$ cat config.mk
export PLATFORM = sky130hd
export DESIGN_NAME = lut_logic_unit
export DESIGN_NICKNAME = d
export VERILOG_FILES = /design/src/rtl/lut_logic_unit.sv
export SDC_FILE = /design/constraint.sdc
export NUM_CORES = 1
export LEC_CHECK = 0
export BUFFER_PORTS_ARGS = -buffer_cell sky130_fd_sc_hd__buf_4
export CORE_MARGIN = 5
export CORE_UTILIZATION = 40
export CTS_CLUSTER_SIZE = 40
export DETAILED_ROUTE_END_ITERATION = 8
export HOLD_SLACK_MARGIN = 0.12
export PLACE_DENSITY = 0.69
export SYNTH_ARGS = -nofsm -noshare
export SYNTH_HDL_FRONTEND = slang
export SYNTH_SLANG_ARGS = --single-unit
$ cat constraint.sdc
create_clock -name clk -period 2.32 [get_ports clk]
set_input_delay 0.464 -clock clk [delete_from_list [all_inputs] [get_ports clk]]
set_output_delay 0.464 -clock clk [all_outputs]
set_load 0.02 [all_outputs]
$ cat src/rtl/lut_logic_unit.sv
module lut_logic_unit #(
  parameter int XLEN = 64
) (
  input  logic            clk,
  input  logic            rst_n,
  input  logic            in_valid,
  input  logic [2:0]      mode,
  input  logic [XLEN-1:0] opa,
  input  logic [XLEN-1:0] opb,
  input  logic [XLEN-1:0] opc,
  input  logic [XLEN-1:0] dst,
  input  logic [7:0]      imm,
  input  logic            nib_hi,
  input  logic [3:0]      cond_tab,
  input  logic [3:0]      cf_a,
  input  logic [3:0]      cf_b,
  input  logic [3:0]      cf_c,
  input  logic [3:0]      cf_dst,
  input  logic [3:0]      cf_mask,
  output logic            out_valid,
  output logic [XLEN-1:0] result
);
  localparam int CFW = 4;
  localparam logic [2:0] M_TERN   = 3'd0;
  localparam logic [2:0] M_BREG   = 3'd1;
  localparam logic [2:0] M_BFLD   = 3'd2;
  localparam logic [2:0] M_FTERN  = 3'd3;
  localparam logic [2:0] M_FBIN   = 3'd4;

  logic [3:0]      word_tab;
  logic [XLEN-1:0] tern_w, bin_w;
  logic [CFW-1:0]  ft3, ft2, fsel, fmerged;
  logic [XLEN-1:0] nxt;

  assign word_tab = (mode == M_BFLD) ? cond_tab : (nib_hi ? opc[7:4] : opc[3:0]);

  for (genvar i = 0; i < XLEN; i++) begin : g_word
    assign tern_w[i] = imm[{dst[i], opa[i], opb[i]}];
    assign bin_w[i]  = word_tab[{opa[i], opb[i]}];
  end

  for (genvar k = 0; k < CFW; k++) begin : g_fld
    assign ft3[k] = imm[{cf_c[k], cf_b[k], cf_a[k]}];
    assign ft2[k] = cf_c[{cf_a[k], cf_b[k]}];
  end

  assign fsel    = (mode == M_FTERN) ? ft3 : ft2;
  assign fmerged = (fsel & cf_mask) | (cf_dst & ~cf_mask);

  always_comb begin
    case (mode)
      M_TERN:          nxt = tern_w;
      M_BREG, M_BFLD:  nxt = bin_w;
      M_FTERN, M_FBIN: nxt = {{(XLEN-CFW){1'b0}}, fmerged};
      default:         nxt = '0;
    endcase
  end

  always_ff @(posedge clk) begin
    if (!rst_n) begin
      out_valid <= 1'b0;
      result    <= '0;
    end else begin
      out_valid <= in_valid;
      if (in_valid) result <= nxt;
    end
  end


  valid_follow_chk: assert property (@(posedge clk) disable iff (!rst_n)
    in_valid |=> out_valid);


  hold_idle_chk: assert property (@(posedge clk) disable iff (!rst_n)
    !in_valid |=> (!out_valid && $stable(result)));


  mask_keep_chk: assert property (@(posedge clk) disable iff (!rst_n)
    (in_valid && (mode == M_FTERN || mode == M_FBIN)) |=>
      ((result[CFW-1:0] & ~$past(cf_mask)) == ($past(cf_dst) & ~$past(cf_mask))));


  field_upper_zero_chk: assert property (@(posedge clk) disable iff (!rst_n)
    (in_valid && (mode == M_FTERN || mode == M_FBIN)) |=> (result[XLEN-1:CFW] == '0));


  tern_select_a_chk: assert property (@(posedge clk) disable iff (!rst_n)
    (in_valid && mode == M_TERN && imm == 8'hCC) |=> (result == $past(opa)));


  reserved_zero_chk: assert property (@(posedge clk) disable iff (!rst_n)
    (in_valid && mode > M_FBIN) |=> (result == '0));
endmodule

* After elaboration in Yosys (flattened, before gate mapping) *
Cells that the tools add are included.

operators by class
  mux-type cells = 276
  magnitude comparators = 136
  reduce and logical (&&, ||, !) cells = 3
  equality and inequality tests = 4
  bitwise operators = 4

operators by type and width
  kind                                                        count
  less-than comparator 3 x 4 -> 1 bit, second input constant  68
  binary-select mux 1 bit (select 3 bit)                      68
  less-than comparator 2 x 3 -> 1 bit, second input constant  68
  case mux 64 bit (3 select lines)                            1
  binary-select mux 1 bit (select 2 bit)                      68
  2-to-1 mux 1 bit                                            136
  2-to-1 mux 4 bit                                            3
  bitwise AND 4 bit                                           2
  == test 3 x 2 -> 1 bit, second input constant               2
  inverter 4 bit                                              1
  OR 4 bit                                                    1
  OR reduction 2 bit                                          2
  == test 3 x 1 -> 1 bit, second input constant               1
  == test 3 bit, second input constant                        1
  zero test 3 bit                                             1

word-level totals
  bits in registers = 65
  output and inout bits = 65

* Logic depth before layout (Yosys ltp) *
  depth after elaboration = 6
  depth in mapped cells = 7

* Least setup slack after synthesis *
No wires, ideal clock.

  kind = input to register
  start = in mode[2]
  end = reg result[0]
  stages = 6
  library setup time = 0.074 ns
  data required time = 2.246 ns
  buffers on the path = 1
  setup slack = 0.338 ns
  arrival time = 1.908 ns
  path through = or3b_1 buf_6 mux2i_2 mux4_1 nand2b_1 a31oi_1

between the ends
  longest elaborated chain between the ends = 5
  elaborated cells between the ends (all ways) = 14
  classes of those cells = eq/ne (4); mux (5); bitwise (2); reduce/logical (3)

ends and longest elaborated chain
  what                                                                         RTL line    RTL
  start, declared                                                              7           input logic [2:0] mode,
  == test 3 x 2 -> 1 bit, on equally long branches                             35, 51, 47
  2-to-1 mux 4 bit, on equally long branches                                   35, 47
  binary-select mux 1 bit (select 2 bit) or bitwise AND 4 bit (tied branches)  39, 48
  2-to-1 mux 1 bit (implied by the code) or OR 4 bit (tied branches)           39, 48
  case mux 64 bit (3 select lines) (*)                                         51          case (mode)
  end signal, assigned                                                         65          if (in_valid) result <= nxt;
  end, declared                                                                21          output logic [XLEN-1:0] result

Mark *: on every way between the ends. The rest lies on a longest branch, timed or not. The select of a mux whose other input is x is not followed.
A chain may end at the register's enable or synchronous reset.

* Final worst setup path *
  start = in mode[2]
  end = reg result[13]

between the ends
  longest elaborated chain between the ends = 5
  elaborated cells between the ends (all ways) = 11
  classes of those cells = eq/ne (4); mux (4); reduce/logical (3)

ends and longest elaborated chain
  what                                    RTL line  RTL
  == test 3 x 2 -> 1 bit                  35, 51
  2-to-1 mux 4 bit                        35        assign word_tab = (mode == M_BFLD) ? cond_tab : (nib_hi ? opc[7:4] : opc[3:0]);
  binary-select mux 1 bit (select 2 bit)  39        assign bin_w[i] = word_tab[{opa[i], opb[i]}];
  2-to-1 mux 1 bit (implied by the code)  39
  case mux 64 bit (3 select lines) (*)    51

Marks and branches as above.

==> metrics <==
post-synthesis compound-gate area fraction 0.1004; row cnt 53; RSZ-0062 raised after global routing false; largest family of logic cells by synthesized area multiplexers; diode count 0; Setup CP Type in2reg; dpl cell area 10680 sq um; Nets 1144; adder-cell share of the synthesized area 0; Final Critical Period 2000 ps; Mapped Avg Cell Area 13.51 sq um; Worst Path Buf+Inv 3; global-route usage over all layers 0.2470; global-route wire length before repair 46410 microns; Peak supply drop 0.0002126 V; Critical Path Slowest Stage Cell mux4_2; Post-Synth XOR/XNOR Area 0.001042; vias post-DR 7545; Highest Clock Rate 500.0 MHz; PwrDens 438.4 nW/um^2; mux cell area share after synthesis 0.6505; FF+latch count, synth 65; clock root cell clkbuf_16; iteration-0 DRC count of the detailed router 431; Slew Limit Fails 0; CTS tree done; Crit Path Max Fanout 23; Max Cap Viol 0; simple-gate share of the synthesized area 0.02144; pin count of the biggest net entering global routing 69; die area 24000 sq um; final worst slack 320.1 ps; Slew headroom 0.4333; leak pwr 0.004164 uW; Routed Antenna Nets 0; Final GP Congestion 0.8239; clock insertion delay at the later pin of the skew report 330 ps; Synth cell types 36; data required time at the worst endpoint 2580 ps; Hold Crit Class in2reg; synth warn 0; drt wl/cell 26.97 microns; data arrival time of the critical path 2260 ps; CP delay by family, top multiplexers; Seq/Total Area, Yosys 0.1549; final setup violation count 0; final WL 30450 microns; R2R Setup Slk 1610 ps; cell count after synthesis 622; CP Capture Type flop; dpl hpwl 18310 microns; Syn Std Cell Area 8402 sq um; IO buf count 303; share of cells above drive strength 1 0.7108; io pins 360; Clock Sinks 65; post-route cell area 11010 sq um; setup bufs post-CTS 0; Die W 154.9 microns; most used cell, CP buf_4; Post-route DRC 0; TritonRoute pass-1 iters 5; core area 20820 sq um; number of global-route vias before repair 7913; GRT overflow 0; Clock transition at path regs 60 ps; worst flop-to-flop path startpoint result[33]; startpoint types input port; DP Worst Slack -38.13 ps; Max clock buf depth 2; H-tree Lvls 3; Worst Skew 0 ps; crit path launch mode[2]; initial cell density of the core 0.4035; Worst Hold Launch rst_n; measured slew at the worst slew-check pin 850.1 ps; Tcrit/Tclk final 0.8620; crit-path cells buf_4, or3b_1, buf_4, mux2i_4, buf_4, mux4_2, o21ai_1; die height 154.9 microns; Final Hold Fails 0; syn_nets 917; Num CTS Buffers 9; Hold-fix buffers, CTS 0; area grow syn2layout 30.99%; outcome finished, final reports clean; peak per-stage delay on the critical path 470 ps; initial antenna violation count 0; Via density 6.683; Resize count post-CTS 0
[final timing paths]
check | to | cells past startpoint
setup reg to reg | result[33] | 2
hold / removal | out_valid | 3
hold reg to reg | result[52] | 2
setup / recovery | result[13] | 7
[through the flow]
step / utilization / hold WS, ps / TNS [ps] / instances / total power, uW
2_1_floorplan: - / 603.4 / 0 / 622 / 2472
3_3_place_gp: 0.5127 / 480.3 / -28.65 / 1113 / 3239
3_5_place_dp: 0.5127 / 488.6 / -353.9 / 1113 / 3268
4_1_cts: 0.5285 / 438.1 / 0 / 1129 / 4848
5_1_grt: 0.5285 / 478.0 / 0 / 1129 / 5021
6_report: 0.5285 / 449.9 / 0 / 1129 / 4825
[placed cells by master (no fill, tap or decap), types with 4 or more instances in the layout]
master       n
a31oi_1      4
dfxtp_1     65
o21ai_1     60
mux2i_4      4
nand3_1      4
buf_12       7
mux4_1       4
mux4_2     200
o21ai_0      4
clkbuf_16    9
mux2_2      64
buf_4      311
a22oi_1     60
mux2i_1      8
nand2b_1     4
nor2_1      12
a21oi_1      5
nand2_1      6
[synth_stat cells, drive strengths merged]
library cell | count | area, sq um
mux4 | 204 | 4609
clkbuf | 71 | 381.6
dfxtp | 65 | 1301
mux2 | 64 | 720.7
o21ai | 64 | 320.3
a22oi | 60 | 450.4
buf | 24 | 141.4
nor2 | 13 | 51.30
mux2i | 12 | 135.1
nand2 | 7 | 26.28
a21oi | 5 | 25.02
a31oi | 4 | 25.02
clkdlybuf4s50 | 4 | 45.04
nand2b | 4 | 25.02
nand3 | 4 | 20.02
dlygate4sd1 | 2 | 17.52
inv | 2 | 7.510
nor3 | 2 | 10.01
nor3b | 2 | 15.01
o211ai | 2 | 15.01
and3b | 1 | 10.01
dlygate4sd3 | 1 | 10.01
nor2b | 1 | 6.260
o21a | 1 | 7.510
or3 | 1 | 7.510
or3b | 1 | 8.760
xnor2 | 1 | 8.760
[worst min-delay path, cell delays in order]
cell and delay [ps]:
buf_4 90, nand2_1 90, inv_1 90
[cell type report]
| cell class | instances | area [sq um] |
|---|---|---|
| fillers | 1824 | 9817 |
| multi-input cells | 453 | 6548 |
| repair buffers | 318 | 2475 |
| flip-flops and latches | 65 | 1301 |
| well taps | 275 | 344.1 |
| clock buffers | 11 | 252.7 |
| clock inverters | 5 | 77.57 |
| inverters | 2 | 7.507 |
[flip-flops by register name (all words and copies together), names as in the netlist]
signal and cells:
result 64, out_valid 1
[power breakdown]
| part | internal (uW) | total [uW] | switching [uW] |
|---|---|---|---|
| sequential | 1180 | 1210 | 36.6 |
| combinational | 1170 | 2030 | 862 |
| clock | 998 | 1580 | 581 |
| total | 3350 | 4830 | 1480 |
[per-layer routing]
layer | up-vias | track usage | part of all wire
met5 | - | 0 | 0
met4 | 0 | 0.08705 | 0.028
met3 | 53 | 0.04590 | 0.092
met2 | 487 | 0.4303 | 0.52
met1 | 3866 | 0.3088 | 0.36
li1 | 3139 | - | -
[logic make-up (layout without fill, tap and decap cells)]
| group | count (synthesis) | count (layout) |
|---|---|---|
| compound gates | 136 | 136 |
| xor+xnor | 1 | 1 |
| buf+inv | 104 | 336 |
| flops | 65 | 65 |
| mux | 280 | 280 |
| simple gates | 36 | 36 |
Power figures use the tool's default switching activity.
